<file path="config.mk">
export PLATFORM = sky130hd
export DESIGN_NAME = microstep_seq
export DESIGN_NICKNAME = d
export VERILOG_FILES = /design/src/rtl/msq_pkg.sv /design/src/rtl/msq_table.sv /design/src/rtl/msq_pos_ctr.sv /design/src/rtl/msq_winding.sv /design/src/rtl/microstep_seq.sv
export SDC_FILE = /design/constraint.sdc
export NUM_CORES = 1
export LEC_CHECK = 0
export BUFFER_PORTS_ARGS = -buffer_cell sky130_fd_sc_hd__buf_2
export CORE_UTILIZATION = 30
export DETAILED_ROUTE_END_ITERATION = 12
export GPL_TIMING_DRIVEN = 0
export PLACE_DENSITY = 0.55
export SLEW_MARGIN = 5
export SYNTH_ARGS = -nofsm -noshare
export SYNTH_HDL_FRONTEND = slang
export SYNTH_SLANG_ARGS = --single-unit
</file>
<file path="constraint.sdc">
create_clock -name clk -period 17.7 [get_ports clk]
set_clock_uncertainty 0.1 [all_clocks]
set_input_delay 3.54 -clock clk [delete_from_list [all_inputs] [get_ports clk]]
set_output_delay 3.54 -clock clk [all_outputs]
set_load 0.005 [all_outputs]
</file>
<file path="src/rtl/msq_pkg.sv">
`timescale 1ns/1ps
package msq_pkg;
  typedef enum logic [1:0] {
    STEP_FULL  = 2'd0,
    STEP_HALF  = 2'd1,
    STEP_MINI  = 2'd2,
    STEP_MICRO = 2'd3
  } step_mode_e;

  typedef enum logic [1:0] {
    DCY_SLOW  = 2'd0,
    DCY_FAST  = 2'd1,
    DCY_MIXED = 2'd2,
    DCY_AUTO  = 2'd3
  } decay_e;
endpackage

</file>
<file path="src/rtl/msq_table.sv">
`timescale 1ns/1ps
module msq_table #(
  parameter int N_ENT = 9,
  parameter int ENT_W = 5,
  parameter int IDX_W = 4
) (
  input  logic                        clk,
  input  logic                        rst_n,
  input  logic                        en,
  input  logic                        wr_valid,
  output logic                        wr_ready,
  input  logic [IDX_W-1:0]            wr_idx,
  input  logic [ENT_W-1:0]            wr_data,
  output logic [N_ENT-1:0][ENT_W-1:0] entries
);
  // The write port never stalls while enabled; out-of-range beats are dropped.
  assign wr_ready = en;

  always_ff @(posedge clk or negedge rst_n) begin
    if (!rst_n) begin
      entries <= '0;
    end else if (!en) begin
      entries <= '0;
    end else if (wr_valid && wr_ready) begin
      for (int i = 0; i < N_ENT; i++) begin
        if (wr_idx == IDX_W'(i)) entries[i] <= wr_data;
      end
    end
  end
endmodule

</file>
<file path="src/rtl/msq_pos_ctr.sv">
`timescale 1ns/1ps
module msq_pos_ctr #(
  parameter int POS_W = 5
) (
  input  logic             clk,
  input  logic             rst_n,
  input  logic             en,
  input  logic             step_in,
  input  logic             dir,
  input  logic [1:0]       step_mode,
  output logic [POS_W-1:0] pos,
  output logic [POS_W-1:0] pos_next,
  output logic             step_start
);
  import msq_pkg::*;

  localparam int QUARTER = 1 << (POS_W - 2);

  logic             step_q;
  logic             rise;
  logic [POS_W-1:0] stride;
  step_mode_e       mode;

  always_comb begin
    mode = step_mode_e'(step_mode);
    unique case (mode)
      STEP_FULL:  stride = POS_W'(QUARTER);
      STEP_HALF:  stride = POS_W'(QUARTER >> 1);
      STEP_MINI:  stride = POS_W'(QUARTER >> 2);
      default:    stride = POS_W'(QUARTER >> 3);
    endcase
    pos_next = dir ? (pos - stride) : (pos + stride);
    rise     = step_in & ~step_q;
  end

  always_ff @(posedge clk or negedge rst_n) begin
    if (!rst_n) begin
      pos        <= '0;
      step_q     <= 1'b0;
      step_start <= 1'b0;
    end else if (!en) begin
      pos        <= '0;
      step_q     <= 1'b0;
      step_start <= 1'b0;
    end else begin
      step_q     <= step_in;
      step_start <= rise;
      if (rise) pos <= pos_next;
    end
  end
endmodule

</file>
<file path="src/rtl/msq_winding.sv">
`timescale 1ns/1ps
module msq_winding #(
  parameter int POS_W  = 5,
  parameter int N_ENT  = 9,
  parameter int ENT_W  = 5,
  parameter int FS_W   = 3,
  parameter int MAG_W  = 8,
  parameter int OFFSET = 0
) (
  input  logic                        en,
  input  logic [POS_W-1:0]            pos,
  input  logic [POS_W-1:0]            pos_next,
  input  logic [N_ENT-1:0][ENT_W-1:0] entries,
  input  logic [FS_W-1:0]             fs_code,
  input  logic [1:0]                  decay_sel,
  output logic [MAG_W-1:0]            mag,
  output logic                        neg,
  output logic [1:0]                  decay
);
  import msq_pkg::*;

  localparam int HALF    = 1 << (POS_W - 1);
  localparam int QUARTER = 1 << (POS_W - 2);
  localparam int IDX_W   = $clog2(N_ENT);
  localparam int PROD_W  = ENT_W + FS_W + 1;

  // Mirror a position within its half cycle onto the quarter-wave index.
  function automatic logic [IDX_W-1:0] fold_idx(input logic [POS_W-1:0] p);
    logic [POS_W-1:0] low;
    low = {1'b0, p[POS_W-2:0]};
    if (low <= POS_W'(QUARTER)) fold_idx = IDX_W'(low);
    else                        fold_idx = IDX_W'(POS_W'(HALF) - low);
  endfunction

  function automatic logic [MAG_W-1:0] scale(input logic [ENT_W-1:0] e,
                                             input logic [FS_W-1:0]  f);
    logic [PROD_W-1:0] prod;
    prod  = PROD_W'(e) * (PROD_W'(f) + PROD_W'(1));
    scale = MAG_W'(prod >> FS_W);
  endfunction

  logic [POS_W-1:0] my_pos, my_next;
  logic [MAG_W-1:0] cur_mag, nxt_mag;
  decay_e           dsel, dchoice;

  always_comb begin
    my_pos  = pos + POS_W'(OFFSET);
    my_next = pos_next + POS_W'(OFFSET);
    cur_mag = scale(entries[fold_idx(my_pos)], fs_code);
    nxt_mag = scale(entries[fold_idx(my_next)], fs_code);
    dsel    = decay_e'(decay_sel);
    if (dsel == DCY_AUTO) dchoice = (nxt_mag < cur_mag) ? DCY_FAST : DCY_SLOW;
    else                  dchoice = dsel;
  end

  assign mag   = en ? cur_mag : '0;
  assign neg   = en & my_pos[POS_W-1];
  assign decay = en ? 2'(dchoice) : 2'(DCY_SLOW);
endmodule

</file>
<file path="src/rtl/microstep_seq.sv">
`timescale 1ns/1ps
module microstep_seq #(
  parameter int POS_W = 5,
  parameter int ENT_W = 5,
  parameter int FS_W  = 3,
  parameter int MAG_W = 8,
  localparam int N_ENT = (1 << (POS_W - 2)) + 1,
  localparam int IDX_W = $clog2(N_ENT)
) (
  input  logic             clk,
  input  logic             rst_n,
  input  logic             en,
  input  logic             step_in,
  input  logic             dir,
  input  logic [1:0]       step_mode,
  input  logic [1:0]       decay_sel,
  input  logic [FS_W-1:0]  fs_code,
  input  logic             tbl_wr_valid,
  output logic             tbl_wr_ready,
  input  logic [IDX_W-1:0] tbl_wr_idx,
  input  logic [ENT_W-1:0] tbl_wr_data,
  output logic [POS_W-1:0] pos,
  output logic             step_start,
  output logic [MAG_W-1:0] a_mag,
  output logic             a_neg,
  output logic [1:0]       a_decay,
  output logic [MAG_W-1:0] b_mag,
  output logic             b_neg,
  output logic [1:0]       b_decay
);
  localparam int QUARTER = 1 << (POS_W - 2);
  localparam int N_WIND  = 2;

  logic [N_ENT-1:0][ENT_W-1:0] entries;
  logic [POS_W-1:0]            pos_next;
  logic [MAG_W-1:0]            w_mag [N_WIND];
  logic                        w_neg [N_WIND];
  logic [1:0]                  w_dcy [N_WIND];

  msq_table #(.N_ENT(N_ENT), .ENT_W(ENT_W), .IDX_W(IDX_W)) u_table (
    .clk(clk), .rst_n(rst_n), .en(en),
    .wr_valid(tbl_wr_valid), .wr_ready(tbl_wr_ready),
    .wr_idx(tbl_wr_idx), .wr_data(tbl_wr_data),
    .entries(entries)
  );

  msq_pos_ctr #(.POS_W(POS_W)) u_pos (
    .clk(clk), .rst_n(rst_n), .en(en),
    .step_in(step_in), .dir(dir), .step_mode(step_mode),
    .pos(pos), .pos_next(pos_next), .step_start(step_start)
  );

  // Each winding reads the table one quarter cycle after the previous one.
  for (genvar w = 0; w < N_WIND; w++) begin : g_wind
    msq_winding #(
      .POS_W(POS_W), .N_ENT(N_ENT), .ENT_W(ENT_W),
      .FS_W(FS_W), .MAG_W(MAG_W), .OFFSET(w * QUARTER)
    ) u_wind (
      .en(en), .pos(pos), .pos_next(pos_next), .entries(entries),
      .fs_code(fs_code), .decay_sel(decay_sel),
      .mag(w_mag[w]), .neg(w_neg[w]), .decay(w_dcy[w])
    );
  end

  assign a_mag   = w_mag[0];
  assign a_neg   = w_neg[0];
  assign a_decay = w_dcy[0];
  assign b_mag   = w_mag[1];
  assign b_neg   = w_neg[1];
  assign b_decay = w_dcy[1];
endmodule

</file>
Word-level counts from Yosys, hierarchy flattened
Index checks and enable logic that the tools add are counted.

word-level totals
  bits of input ports = 22
  logic and storage cells = 110
  register bits after elaboration = 52
  output and inout bits = 29

cells by class
  eq/ne operators = 22
  multiplexer cells = 37
  magnitude comparators = 10
  bitwise gates (word level) = 4
  reductions and logical operators = 12
  $add $sub $neg = 9
  $mul = 4

operators by type and width
  cell                                                  count
  2-to-1 mux 45 bit                                     2
  binary-select mux 5 bit (select 4 bit)                4
  2-to-1 mux 5 bit                                      16
  multiplier 5 x 9 -> 9 bit                             4
  != test 2 x 1 -> 1 bit (second input constant)        11
  < comparator 4 x 5 -> 1 bit (second input constant)   4
  AND reduction 2 bit                                   9
  equality test 4 x 3 -> 1 bit (second input constant)  4
  <= comparator 4 bit (second input constant)           4
  2-to-1 mux 4 bit                                      4
  subtractor 1 x 4 -> 4 bit (first input constant)      4
  < comparator 6 bit                                    2
  2-to-1 mux 6 bit                                      2
  one-hot mux 4 bit (3 select lines)                    1
  equality test 4 x 2 -> 1 bit (second input constant)  2
  2-to-1 mux 2 bit                                      4
  adder 5 x 4 -> 5 bit                                  1
  adder 5 x 4 -> 5 bit (second input constant)          1
  subtractor 5 x 4 -> 5 bit                             1
  adder 3 x 1 -> 4 bit (second input constant)          1
  adder 4 bit (second input constant)                   1
  equality test 2 bit (second input constant)           2
  equality test 4 x 1 -> 1 bit (second input constant)  1
  equality test 4 bit (second input constant)           1
  other kinds (7)                                       12

Logic depth before layout (Yosys ltp)
Gate-level depths: netlist of run 1.

  depth after elaboration = 14
  depth in mapped cells = 29
  depth with buffers taken out = 27

Modules after synthesis
A second synthesis of run 1 with hierarchy kept.

second synthesis, totals
  cells, all modules = 779
  area, all modules = 7231.9 µm²

by module, submodules not included
  module                          area each (µm²)  instances  seq. area each (µm²)  cells each
  msq_winding (g_wind[0].u_wind)  2568.7           1          0.0                   302
  msq_winding (g_wind[1].u_wind)  2202.1           1          0.0                   253
  msq_table                       1930.6           1          1126.1                165
  msq_pos_ctr                     530.5            1          175.2                 59

Worst setup path before layout of run 1
No wires, ideal clock.

  kind = input to output
  start point = input step_mode[1]
  end point = output b_decay[0]
  path buffers = 1
  slack = 4636 ps
  arrival time = 9424 ps
  data required time = 14060 ps
  cell stages on the path = 28
  path through = and2_1 > ha_1 > inv_1 > fa_1 > inv_1 > ha_1 > clkbuf_1 > nor2_1 > xnor2_1 > mux4_2 > mux2i_1 > o22ai_1 > and2_1 > fa_1 > inv_1 > fa_1 > inv_1 > ha_1 > a21o_1 > a21o_1 > a41o_1 > a21oi_1 > xnor2_1 > ha_1 > nor2b_1 > o21ai_0 > nand2b_1 > a21oi_1

on the way
  cells in the longest elaborated chain, start to end = 14
  elaborated cells between the ends (all ways) = 18
  those cells by class = add/sub: 4; mul: 1; order compare: 2; eq/ne: 2; mux: 8; reduce/logical: 1

ends and longest elaborated chain
  element                                                            line                                  text
  start, declared                                                    microstep_seq.sv:15                   input logic [1:0] step_mode,
  equality test 2 bit, or another cell as far along                  msq_pos_ctr.sv:26                     unique case (mode)
  one-hot mux 4 bit (3 select lines) *                               msq_pos_ctr.sv:26
  adder 5 x 4 -> 5 bit or subtractor 5 x 4 -> 5 bit (tied branches)  msq_pos_ctr.sv:32                     pos_next = dir ? (pos - stride) : (pos + stride);
  2-to-1 mux 5 bit *                                                 msq_pos_ctr.sv:32
  adder 4 bit *                                                      msq_winding.sv:48                     my_next = pos_next + POS_W'(OFFSET);
  subtractor 1 x 4 -> 4 bit or <= comparator 4 bit (tied branches)   msq_winding.sv:32, msq_winding.sv:31
  2-to-1 mux 4 bit *                                                 msq_winding.sv:31                     if (low <= POS_W'(QUARTER)) fold_idx = IDX_W'(low);
  binary-select mux 5 bit (select 4 bit) *                           msq_winding.sv:50                     nxt_mag = scale(entries[fold_idx(my_next)], fs_code);
  2-to-1 mux 5 bit (implied by the code) *                           msq_winding.sv:50
  multiplier 5 x 9 -> 9 bit *                                        msq_winding.sv:38                     prod = PROD_W'(e) * (PROD_W'(f) + PROD_W'(1));
  < comparator 6 bit *                                               msq_winding.sv:52                     if (dsel == DCY_AUTO) dchoice = (nxt_mag < cur_mag) ? DCY_FAST : DCY_SLOW;
  2-to-1 mux 1 bit *                                                 msq_winding.sv:52
  2-to-1 mux 2 bit *                                                 msq_winding.sv:52
  2-to-1 mux 2 bit *                                                 msq_winding.sv:58                     assign decay = en ? 2'(dchoice) : 2'(DCY_SLOW);
  end, declared                                                      microstep_seq.sv:29                   output logic [1:0] b_decay

Every way passes the cells marked *; elsewhere a longest branch is shown, timed or not. The select of a mux whose other input is x is not followed.

Final worst setup path of run 1
Same ends and word-level chain as after synthesis.

==> results of run 1 <==
-- worst register-to-register path, delay by kind of cell, from the launching register on --
family	cells	cell delay [ps]
buffers and inverters	4	1010
DFF	1	380
adders and majority gates	2	670
AOI/OAI and AO/OA	1	140
xor gates and xnor gates	1	490
-- routing by layer --
metal  routed length (um)  vias to the layer above  track usage, %
met3                  793                       28            2.01
met4                  319                        0            4.65
met2                 8000                      158            26.0
met5                    0                        -               0
met1                 8870                     2721            23.8
li1                     -                     2765               -
-- cell families after synthesis --
logic type,count (synthesis)
other,1
xor gates and xnor gates,27
and+or+nand+nor,273
muxes,98
AOI/OAI and AO/OA,127
DFF,52
adders and majority gates,87
buffers and inverters,79
-- synth_stat cells, types with 9 or more instances --
cell type,number
nor3_1,19
and2_1,25
or3_1,9
nor2_1,88
inv_1,40
clkbuf_1,25
fa_1,25
nor2b_1,16
mux2i_1,65
xnor2_1,19
a21o_1,14
nand3_1,16
a21oi_1,37
ha_1,62
nand2b_1,18
mux4_2,29
nand2_1,50
o21ai_0,29
dfrtp_1,52
-- flip-flops by register name, indices dropped and copies added, names as in the netlist --
signal,count
u_pos.step_q,1
u_pos.pos,5
u_table.entries,45
u_pos.step_start,1
-- final timing paths --
path / end / slack, ps / cells after the start
worst max-delay path: b_decay[0] / 3600 / 30
worst min-delay path: u_pos.step_start / 330 / 1
worst max register to register: u_pos.pos[2] / 14740 / 8
worst min register to register: u_pos.step_start / 330 / 1
max in group asynchronous: u_pos.pos[2] / 13860 / 1
min in group asynchronous: u_table.entries[12] / 3160 / 1
-- where the power goes --
group          switching [uW]  internal (uW)
Sequential               4.22            121
Combinational             167            116
Clock                    45.8           67.4
-- cell type report --
type,instances,area (um^2),share of cell area [%]
repair buffers,41,208,2.79
clock buffers,6,129,1.73
multi-input cells,616,5090,68.3
well taps,280,350,4.70
plain buffers,37,181,2.43
inverters,42,158,2.12
clock inverters,2,38.8,0.520
flip-flops and latches,52,1300,17.5
-- metrics by stage --
stage / power (uW) / area, um^2
after floorplan: 345 / 6710
after global placement: 410 / 7260
after detailed placement: 410 / 7270
after CTS: 525 / 7440
after global routing: 565 / 7450
final: 522 / 7450
==> out/results.ini, run 1 <==
[cells_and_area]
layout_common_cells = 88 x nor2_1, 65 x mux2i_1, 62 x ha_1
layout-area-overhead-vs-synth_pct = 11.2
final_common_cell = nor2_1
fillerInstances = 2307
nets = 904
utilization_pct = 34.0
finalNonFillerCells = 1076
layout-drive-gt1-share_pct = 13.7
antennaDiodeCount = 0

[worst_setup_path]
crit_family = adder cells
critPathBufInv = 7
worstReg2RegStart = u_pos.pos[0]
cp-startpoint = step_mode[1]
crit_path_end_kind = primary output
critPathMaxStageDelay_ps = 580
crit_required_ps = 14060
critPathMaxFanout = 10
cp_slowest_cell = mux4_2
arrival_ps = 10460
startpoint_type = input pin
path_class = input pin to primary output

[timing]
fmax_mhz = 70.9
tightestPinTransition_ps = 1160
timing.hold.ws_ps = 328
drv_slew = 0
final.setup.tns_ps = 0
finalHoldViolCount = 0
rsz0062_at_grt = false
setup_viol = 0
max_slew_margin_pct = 20.6
setup_ws_ps = 3600
period_share_pct = 79.7
period_needed_ps = 14100

[routing]
drt_first_pass_iters = 5
viasPerCell = 5.27
drc = 0
drt_iter0_drc = 311
ant_nets = 0
vias = 5672
routed_wl_um = 18000
wire_per_inst_um = 16.7

[yosys]
yosysSeqAreaShare_pct = 19.4
yosys.area_share.simple_pct = 20.4
yosysTopAreaCell = dfrtp_1
yosys_warnings = 0
synth_compound_area_share_pct = 12.4
netlist.area_leader.share_pct = 19.4
synth-adder-area-share_pct = 19.0
synth_top_family_by_area = simple AND/OR/NAND/NOR gates
synthesis.area_um2 = 6700
post_synth.cell_area_avg_um2 = 9.01
yosys-top-cells-area = dfrtp_1 19%, ha_1 12%, mux4_2 9.7%
ys_types = 69
synth_xor_area_share_pct = 3.53
synthCells = 744
synthMuxAreaShare_pct = 20.1
async_flop_share_pct = 100
ys_ff_latch = 52
synth_flop_cell = dfrtp_1
synth_edf_count = 0

[clocking]
clk_path_buf_depth = 2
clock_sinks = 52
clk_latency_ps = 300
holdBufCountCts = 0
clk_pin_slew_ps = 70
postCtsSetupBuffers = 0
cts_tree = done
cts_resized = 0
htreeDepth = 2
cts-root-buf = clkbuf_16
cts_buffers = 5

[global_routing]
grt_antenna_before_repair = 0
grt-ovfl-total = 0
grt_max_degree = 53
grt_pass1_wl_um = 29400
grt_pass1_vias = 5450
grt_usage_pct = 16.5

[status]
run_status = complete, no violations

[placement]
dp_hpwl_um = 14600
dp_cells = 1067
place.gp.congestion = 0.888
pre_cts_ws_ps = 3580
port_buffers = 40

[floorplanning]
fp.dieW_um = 151
ioPinCount = 51
initial_core_util_pct = 30.6
rows = 54
die_height_um = 151
dieArea_um2 = 22900
core-area_um2 = 21900

[hold_path]
min_from = u_pos.step_q
holdCritPathClass = flop to flop

[power]
ir_worst_vdd_mv = 0.0415
power_leakage_uw = 0.00360
p_per_area_nw_per_um2 = 70.0

[run]
drv_cap = 0

(Power assumes the default switching activity.)
==> inputs of run 2 (changes only) <==
- ABC_AREA: unset -> 1
- clock period: 17.7 -> 13.25 ns (I/O delays scaled with it)
==> run 2 against run 1 <==
  * Combinational power grew to 2.6 times the previous value
  * Count of clock-buffer cells in the layout decreased by 1
  * Sequential share of layout area grew 0.70 points
  * Cell count is 20% higher
  * Synthesized area down 4.9%
  * Sequential power grew 44%
  * Die area down 4.9%
  * First-iteration DRC count is 3.5% higher
  * Total power up 110%
==> out/results.ini, run 2 <==
[status]
run_status = complete, no violations  ; unchanged

[routing]
vias = 6185  ; was 5,672
ant_nets = 0  ; unchanged
drt_iter0_drc = 322  ; was 311
viasPerCell = 4.79  ; was 5.27
drt_first_pass_iters = 5  ; unchanged
routed_wl_um = 17900  ; was 18,000 um
wire_per_inst_um = 13.8  ; was 16.7 um
drc = 0  ; unchanged

[cells_and_area]
fillerInstances = 2323  ; was 2,307
reg_top3 = u_table.entries x45, u_pos.pos x5  ; unchanged
seqCellArea_um2 = 1300  ; unchanged
antennaDiodeCount = 0  ; unchanged
top_register = u_table.entries  ; unchanged
layout-drive-gt1-share_pct = 11.3  ; was 13.7%
nets = 1128  ; was 904
layout_common_cells = 276 x nand2_1, 134 x inv_1, 101 x o21ai_0  ; was 88 x nor2_1, 65 x mux2i_1, 62 x ha_1
final_area_um2 = 7160  ; was 7450 um^2
layout-area-overhead-vs-synth_pct = 12.4  ; was 11.2%
final_common_cell = nand2_1  ; was nor2_1
largest_register_ffs = 45  ; unchanged
multi_input_area_um2 = 4360  ; was 5090 um^2

[worst_setup_path]
rr_worst_depth = 11  ; was 8
crit_required_ps = 10500  ; was 14,060 ps
critPathMaxFanout = 8  ; was 10
critPathMaxStageDelay_ps = 530  ; was 580 ps
crit_path_end_kind = primary output  ; unchanged
crit_family = adder cells  ; unchanged
critPathBufInv = 8  ; was 7
worstReg2RegStart = u_pos.pos[0]  ; unchanged
path_class = input pin to primary output  ; unchanged
startpoint_type = input pin  ; unchanged
r2r-end = u_pos.pos[4]  ; was u_pos.pos[2]
cp_slowest_cell = fa_1  ; was mux4_2
crit_cells = 33  ; was 30
r2r_slack_ps = 10480  ; was 14,740 ps
arrival_ps = 8570  ; was 10,460 ps

[placement]
port_buffers = 45  ; was 40
place_area_um2 = 6950  ; was 7270 um^2
dp_hpwl_um = 14800  ; was 14,600 um
place.gp.congestion = 0.876  ; was 0.888

[run]
drv_cap = 0  ; unchanged

[global_routing]
grt_usage_pct = 16.9  ; was 16.5%
grt_max_degree = 53  ; unchanged
grt_antenna_before_repair = 0  ; unchanged
grt_pass1_vias = 5785  ; was 5,450
grt-ovfl-total = 0  ; unchanged
grt_pass1_wl_um = 29200  ; was 29,400 um

[clocking]
clk_latency_ps = 300  ; about the same
cts-root-buf = clkbuf_16  ; unchanged
clk_pin_slew_ps = 70  ; about the same
htreeDepth = 2  ; unchanged
cts_buffers = 5  ; unchanged
clock_sinks = 52  ; unchanged
cts_tree = done  ; unchanged
postCtsSetupBuffers = 0  ; unchanged
clk_path_buf_depth = 2  ; unchanged
cts_resized = 0  ; unchanged
holdBufCountCts = 0  ; unchanged

[floorplanning]
ioPinCount = 51  ; unchanged
core-area_um2 = 20600  ; was 21,900 um^2
rows = 52  ; was 54
dieArea_um2 = 21800  ; was 22,900 um^2
die_height_um = 148  ; was 151 um
fp.dieW_um = 148  ; was 151 um
initial_core_util_pct = 31.0  ; was 30.6%

[hold_path]
min_from = u_pos.step_q  ; unchanged
min_to = u_pos.step_start  ; unchanged
holdPathStages = 1  ; unchanged
holdCritPathClass = flop to flop  ; unchanged

[yosys]
yosysTopAreaCell = dfrtp_1  ; unchanged
netlist_top_cells_count = 276 x nand2_1, 134 x inv_1, 101 x o21ai_0  ; was 88 x nor2_1, 65 x mux2i_1, 62 x ha_1
yosysSeqAreaShare_pct = 20.4  ; was 19.4%
ys_ff_latch = 52  ; unchanged
post_synth.cell_area_avg_um2 = 6.61  ; was 9.01 um^2
yosysMostFrequentCell = nand2_1  ; was nor2_1
yosys-top-cells-area = dfrtp_1 20%, nand2_1 16%, ha_1 12%  ; was dfrtp_1 19%, ha_1 12%, mux4_2 9.7%
synth_flop_cell = dfrtp_1  ; unchanged
ys_types = 45  ; was 69
synth_edf_count = 0  ; unchanged
yosys_warnings = 0  ; unchanged
async_flop_share_pct = 100  ; unchanged
synthCells = 964  ; was 744
synthesis.area_um2 = 6370  ; was 6700 um^2
netlist.area_leader.share_pct = 20.4  ; was 19.4%

[timing]
period_share_pct = 85.4
fmax_mhz = 88.4
period_needed_ps = 11320
rsz0062_at_grt = false  ; unchanged
final.setup.tns_ps = 0  ; unchanged
setup_viol = 0  ; unchanged
max_slew_margin_pct = 39.1  ; was 20.6%
finalHoldViolCount = 0  ; unchanged
tightestPinTransition_ps = 907  ; was 1160 ps
drv_slew = 0  ; unchanged

[power]
ir_worst_vdd_mv = 0.0526  ; was 0.0415 mV
power_leakage_uw = 0.00383  ; was 0.00360 uW
p_per_area_nw_per_um2 = 154  ; was 70.0 nW/um^2

-- run 2: changes by cell type after synthesis, sizes merged, moves of 18 or more --
cell    previous run  this run
inv               41       146
and2              27         0
o21ai             31       113
mux4              29         0
nand3             16        64
nand2b            18         0
mux2i             65         0
nand2             50       285
-- run 2: final cells by class --
class                   instances  share of cell area (%)
well taps                     270                    4.72
clock inverters                 3                    1.26
flip-flops and latches         52                    18.2
plain buffers                  28                    2.38
multi-input cells             740                    60.9
inverters                     147                    7.70
clock buffers                   5                    1.75
repair buffers                 45                    3.18
-- run 2: worst reg2reg max path: stages, from the launching register on --
cell      delay (ps)
dfrtp_1          420
inv_2             90
buf_6            130
clkbuf_1         440
ha_1             250
inv_1             60
fa_1             390
inv_1             80
nor3_1            40
a211oi_1         330
xor2_1           190
o22ai_1           80
-- run 2: cells by family (layout without fill, tap and decap cells) --
family / Yosys count / after routing / share of synthesized area (%)
AO/OA/AOI/OAI: 180 / 180 / 15.9
XOR/XNOR: 13 / 13 / 1.79
adder cells (fa/ha/maj): 87 / 87 / 20.0
buffers and inverters: 175 / 228 / 11.3
flip-flops: 52 / 52 / 20.4
multiplexers: 3 / 3 / 0.530
other: 1 / 4 / 0.0588
AND/OR/NAND/NOR: 453 / 453 / 29.9
-- run 2: power breakdown --
part / switching (uW) / internal (uW) / leakage, uW
clock: 60.8 / 127 / 0.000104
sequential: 9.57 / 172 / 0.000679
combinational: 467 / 269 / 0.00304
total: 538 / 568 / 0.00383
-- run 2: metrics by stage --
| stage | util (%) | cells | setup slack (ps) | hold WS [ps] | power [uW] |
|---|---|---|---|---|---|
| 6_report | 34.8 | 1290 | 1930 | 327 | 1110 |
| 5_1_grt | 34.8 | 1290 | 1380 | 370 | 1230 |
| 4_1_cts | 34.8 | 1290 | 1850 | 332 | 1110 |
| 3_5_place_dp | 33.8 | 1282 | 1840 | 327 | 921 |
| 3_3_place_gp | 33.8 | 1282 | 1900 | 320 | 908 |
| 2_1_floorplan | - | 967 | 2920 | 308 | 736 |
-- run 2: worst max-delay path by stage --
stage	from	slack, ps	to
2_1_floorplan	step_mode[1]	2920	b_decay[0]
3_5_place_dp	step_mode[1]	1840	b_decay[0]
3_3_place_gp	step_mode[1]	1900	b_decay[0]
6_report	step_mode[1]	1930	b_decay[0]
4_1_cts	step_mode[1]	1850	b_decay[0]
5_1_grt	step_mode[1]	1380	b_decay[0]
-- run 2: layer usage --
| metal | GRT usage [%] | vias to the layer above | wire (um) |
|---|---|---|---|
| li1 | - | 3217 | - |
| met1 | 24.3 | 2814 | 9140 |
| met2 | 27.6 | 145 | 7840 |
| met3 | 1.20 | 9 | 764 |
| met4 | 3.56 | 0 | 113 |
| met5 | 0 | - | 0 |
==> inputs of run 3 (changes only) <==
- CORE_ASPECT_RATIO: unset -> 0.8
==> run 3 against run 2 <==
  * Global-route usage grew 0.62 points
  * Register-to-register slack improved by 20 ps
  * Combinational power barely moved
  * Non-clock buffer count unchanged
  * Setup slack worse by 220 ps
  * Critical path type unchanged
  * Critical endpoint unchanged
  * Largest cell class unchanged
==> out/results.ini, run 3 (synthesized netlist as in run 2, its figures left out) <==
[worst_setup_path]
startpoint_type = input pin  ; unchanged
path_class = input pin to primary output  ; unchanged
crit_path_end_kind = primary output  ; unchanged
arrival_ps = 8790  ; was 8570 ps
crit_required_ps = 10500  ; about the same
critPathBufInv = 8  ; unchanged
crit_family = adder cells  ; unchanged
critPathMaxStageDelay_ps = 540  ; was 530 ps
cp_slowest_cell = fa_1  ; unchanged
critPathMaxFanout = 8  ; unchanged

[clocking]
cts_tree = done  ; unchanged
holdBufCountCts = 0  ; unchanged
clk_path_buf_depth = 2  ; unchanged
clock_sinks = 52  ; unchanged
cts-root-buf = clkbuf_16  ; unchanged
clk_latency_ps = 300  ; about the same
htreeDepth = 2  ; unchanged
cts_resized = 0  ; unchanged
clk_pin_slew_ps = 70  ; about the same
cts_buffers = 5  ; unchanged
postCtsSetupBuffers = 0  ; unchanged

[power]
p_comb_share_pct = 69.0  ; was 66.6%
pwr-share-clk_pct = 14.1  ; was 17.0%
ir_worst_vdd_mv = 0.0540  ; was 0.0526 mV
swShare_pct = 50.6  ; was 48.6%
power_switching_uw = 541  ; was 538 uW
power_leakage_uw = 0.00380  ; was 0.00383 uW
p_int_uw = 528  ; was 568 uW
p_per_area_nw_per_um2 = 150  ; was 154 nW/um^2
seqPwrFrac_pct = 17.0  ; was 16.4%

[timing]
tightestPinTransition_ps = 1160  ; was 907 ps
final.setup.tns_ps = 0  ; unchanged
setup_viol = 0  ; unchanged
fmax_mhz = 86.7  ; was 88.4 MHz
max_slew_margin_pct = 22.5  ; was 39.1%
period_share_pct = 87.1  ; was 85.4%
finalHoldViolCount = 0  ; unchanged
rsz0062_at_grt = false  ; unchanged
drv_slew = 0  ; unchanged
setup_ws_ps = 1710  ; was 1930 ps
period_needed_ps = 11540  ; was 11,320 ps

[cells_and_area]
antennaDiodeCount = 0  ; unchanged
layout-area-overhead-vs-synth_pct = 11.6  ; was 12.4%
utilization_pct = 34.2  ; was 34.8%
reg_top3 = u_table.entries x45, u_pos.pos x5  ; unchanged
top_register = u_table.entries  ; unchanged
nets = 1128  ; unchanged
final_area_um2 = 7110  ; was 7160 um^2
largest_register_ffs = 45  ; unchanged
layout-drive-gt1-share_pct = 11.2  ; was 11.3%
fillerInstances = 2314  ; was 2,323
layout_common_cells = 276 x nand2_1, 134 x inv_1, 101 x o21ai_0  ; unchanged
final_common_cell = nand2_1  ; unchanged

[routing]
drc = 0  ; unchanged
drt_iter0_drc = 420  ; was 322
ant_nets = 0  ; unchanged
routed_wl_um = 18000  ; was 17,900 um
wire_per_inst_um = 14.0  ; was 13.8 um
viasPerCell = 4.80  ; was 4.79
vias = 6184  ; was 6,185
drt_first_pass_iters = 5  ; unchanged

[global_routing]
grt-ovfl-total = 0  ; unchanged
grt_pass1_vias = 5865  ; was 5,785
grt_max_degree = 53  ; unchanged
grt_antenna_before_repair = 0  ; unchanged
grt_usage_pct = 17.5  ; was 16.9%
grt_pass1_wl_um = 30100  ; was 29,200 um

[status]
run_status = complete, no violations  ; unchanged

[run]
drv_cap = 0  ; unchanged

[placement]
place.gp.congestion = 0.897  ; was 0.876
pre_cts_ws_ps = 1790  ; was 1840 ps
dp_hpwl_um = 15100  ; was 14,800 um
port_buffers = 45  ; unchanged
place_area_um2 = 6950  ; about the same

[floorplanning]
ioPinCount = 51  ; unchanged
initial_core_util_pct = 30.7  ; was 31.0%
fp.dieW_um = 165  ; was 148 um
die_height_um = 132  ; was 148 um
rows = 47  ; was 52
dieArea_um2 = 21800  ; about the same
core-area_um2 = 20800  ; was 20,600 um^2

[hold_path]
holdCritPathClass = flop to flop  ; unchanged

## run 3: cell count changes in the layout (fill, tap and decap cells not counted), sizes merged
cell,before,now
bufinv,3,1
clkbuf,14,15
clkinv,1,2
## run 3: stage by stage
stage	cells	hold slack (ps)	power, uW
2_1_floorplan	967	308	736
3_3_place_gp	1281	323	912
3_5_place_dp	1281	327	916
4_1_cts	1289	337	1070
5_1_grt	1289	358	1200
6_report	1289	332	1070
## run 3: power by group through the flow
stage                     sequential [uW]  clock, uW  combinational (uW)
after CTS                             181        152                 737
after detailed placement              184          0                 732
after global routing                  183        157                 863
after global placement                184          0                 728
after floorplan                       182          0                 555
final                                 181        150                 738
## run 3: metal layers
metal / share of wire [%] / vias up / global-route usage [%] / routed length (um)
met5: 0 / - / 0 / 0
met4: 0.76 / 0 / 1.99 / 137
met3: 4.7 / 10 / 2.58 / 842
met2: 41 / 136 / 26.1 / 7310
met1: 54 / 2829 / 27.0 / 9740
li1: - / 3209 / - / -
## run 3: final cells by class
type                            instances  area, um^2  share of cell area, %
Inverter                              147         552                   7.76
Multi-Input combinational cell        740        4360                   61.3
Clock buffer                            6         129                   1.81
Clock inverter                          2        35.0                  0.493
Timing Repair Buffer                   45         225                   3.17
Tap cell                              269         337                   4.73
Buffer                                 28         170                   2.39
Sequential cell                        52        1300                   18.3
## run 3: path summary, 6_finish.rpt
kind / start / end / slack [ps] / cells after the start
min in group asynchronous: rst_n / u_pos.pos[0] / 2480 / 1
setup reg to reg: u_pos.pos[0] / u_pos.pos[4] / 10500 / 11
setup / recovery: step_mode[1] / b_decay[0] / 1710 / 33
hold reg to reg: u_pos.step_q / u_pos.step_start / 330 / 1
max in group asynchronous: rst_n / u_table.entries[4] / 9850 / 1
hold / removal: u_pos.step_q / u_pos.step_start / 330 / 1
## run 3: worst register-to-register path: cells and delay by family (launching register included)
kind                       cells  cell delay, ps
adders and majority gates      2             630
AOI/OAI and AO/OA              2             310
DFF                            1             440
xor gates and xnor gates       1             200
and+or+nand+nor                1              50
buffers and inverters          5             870
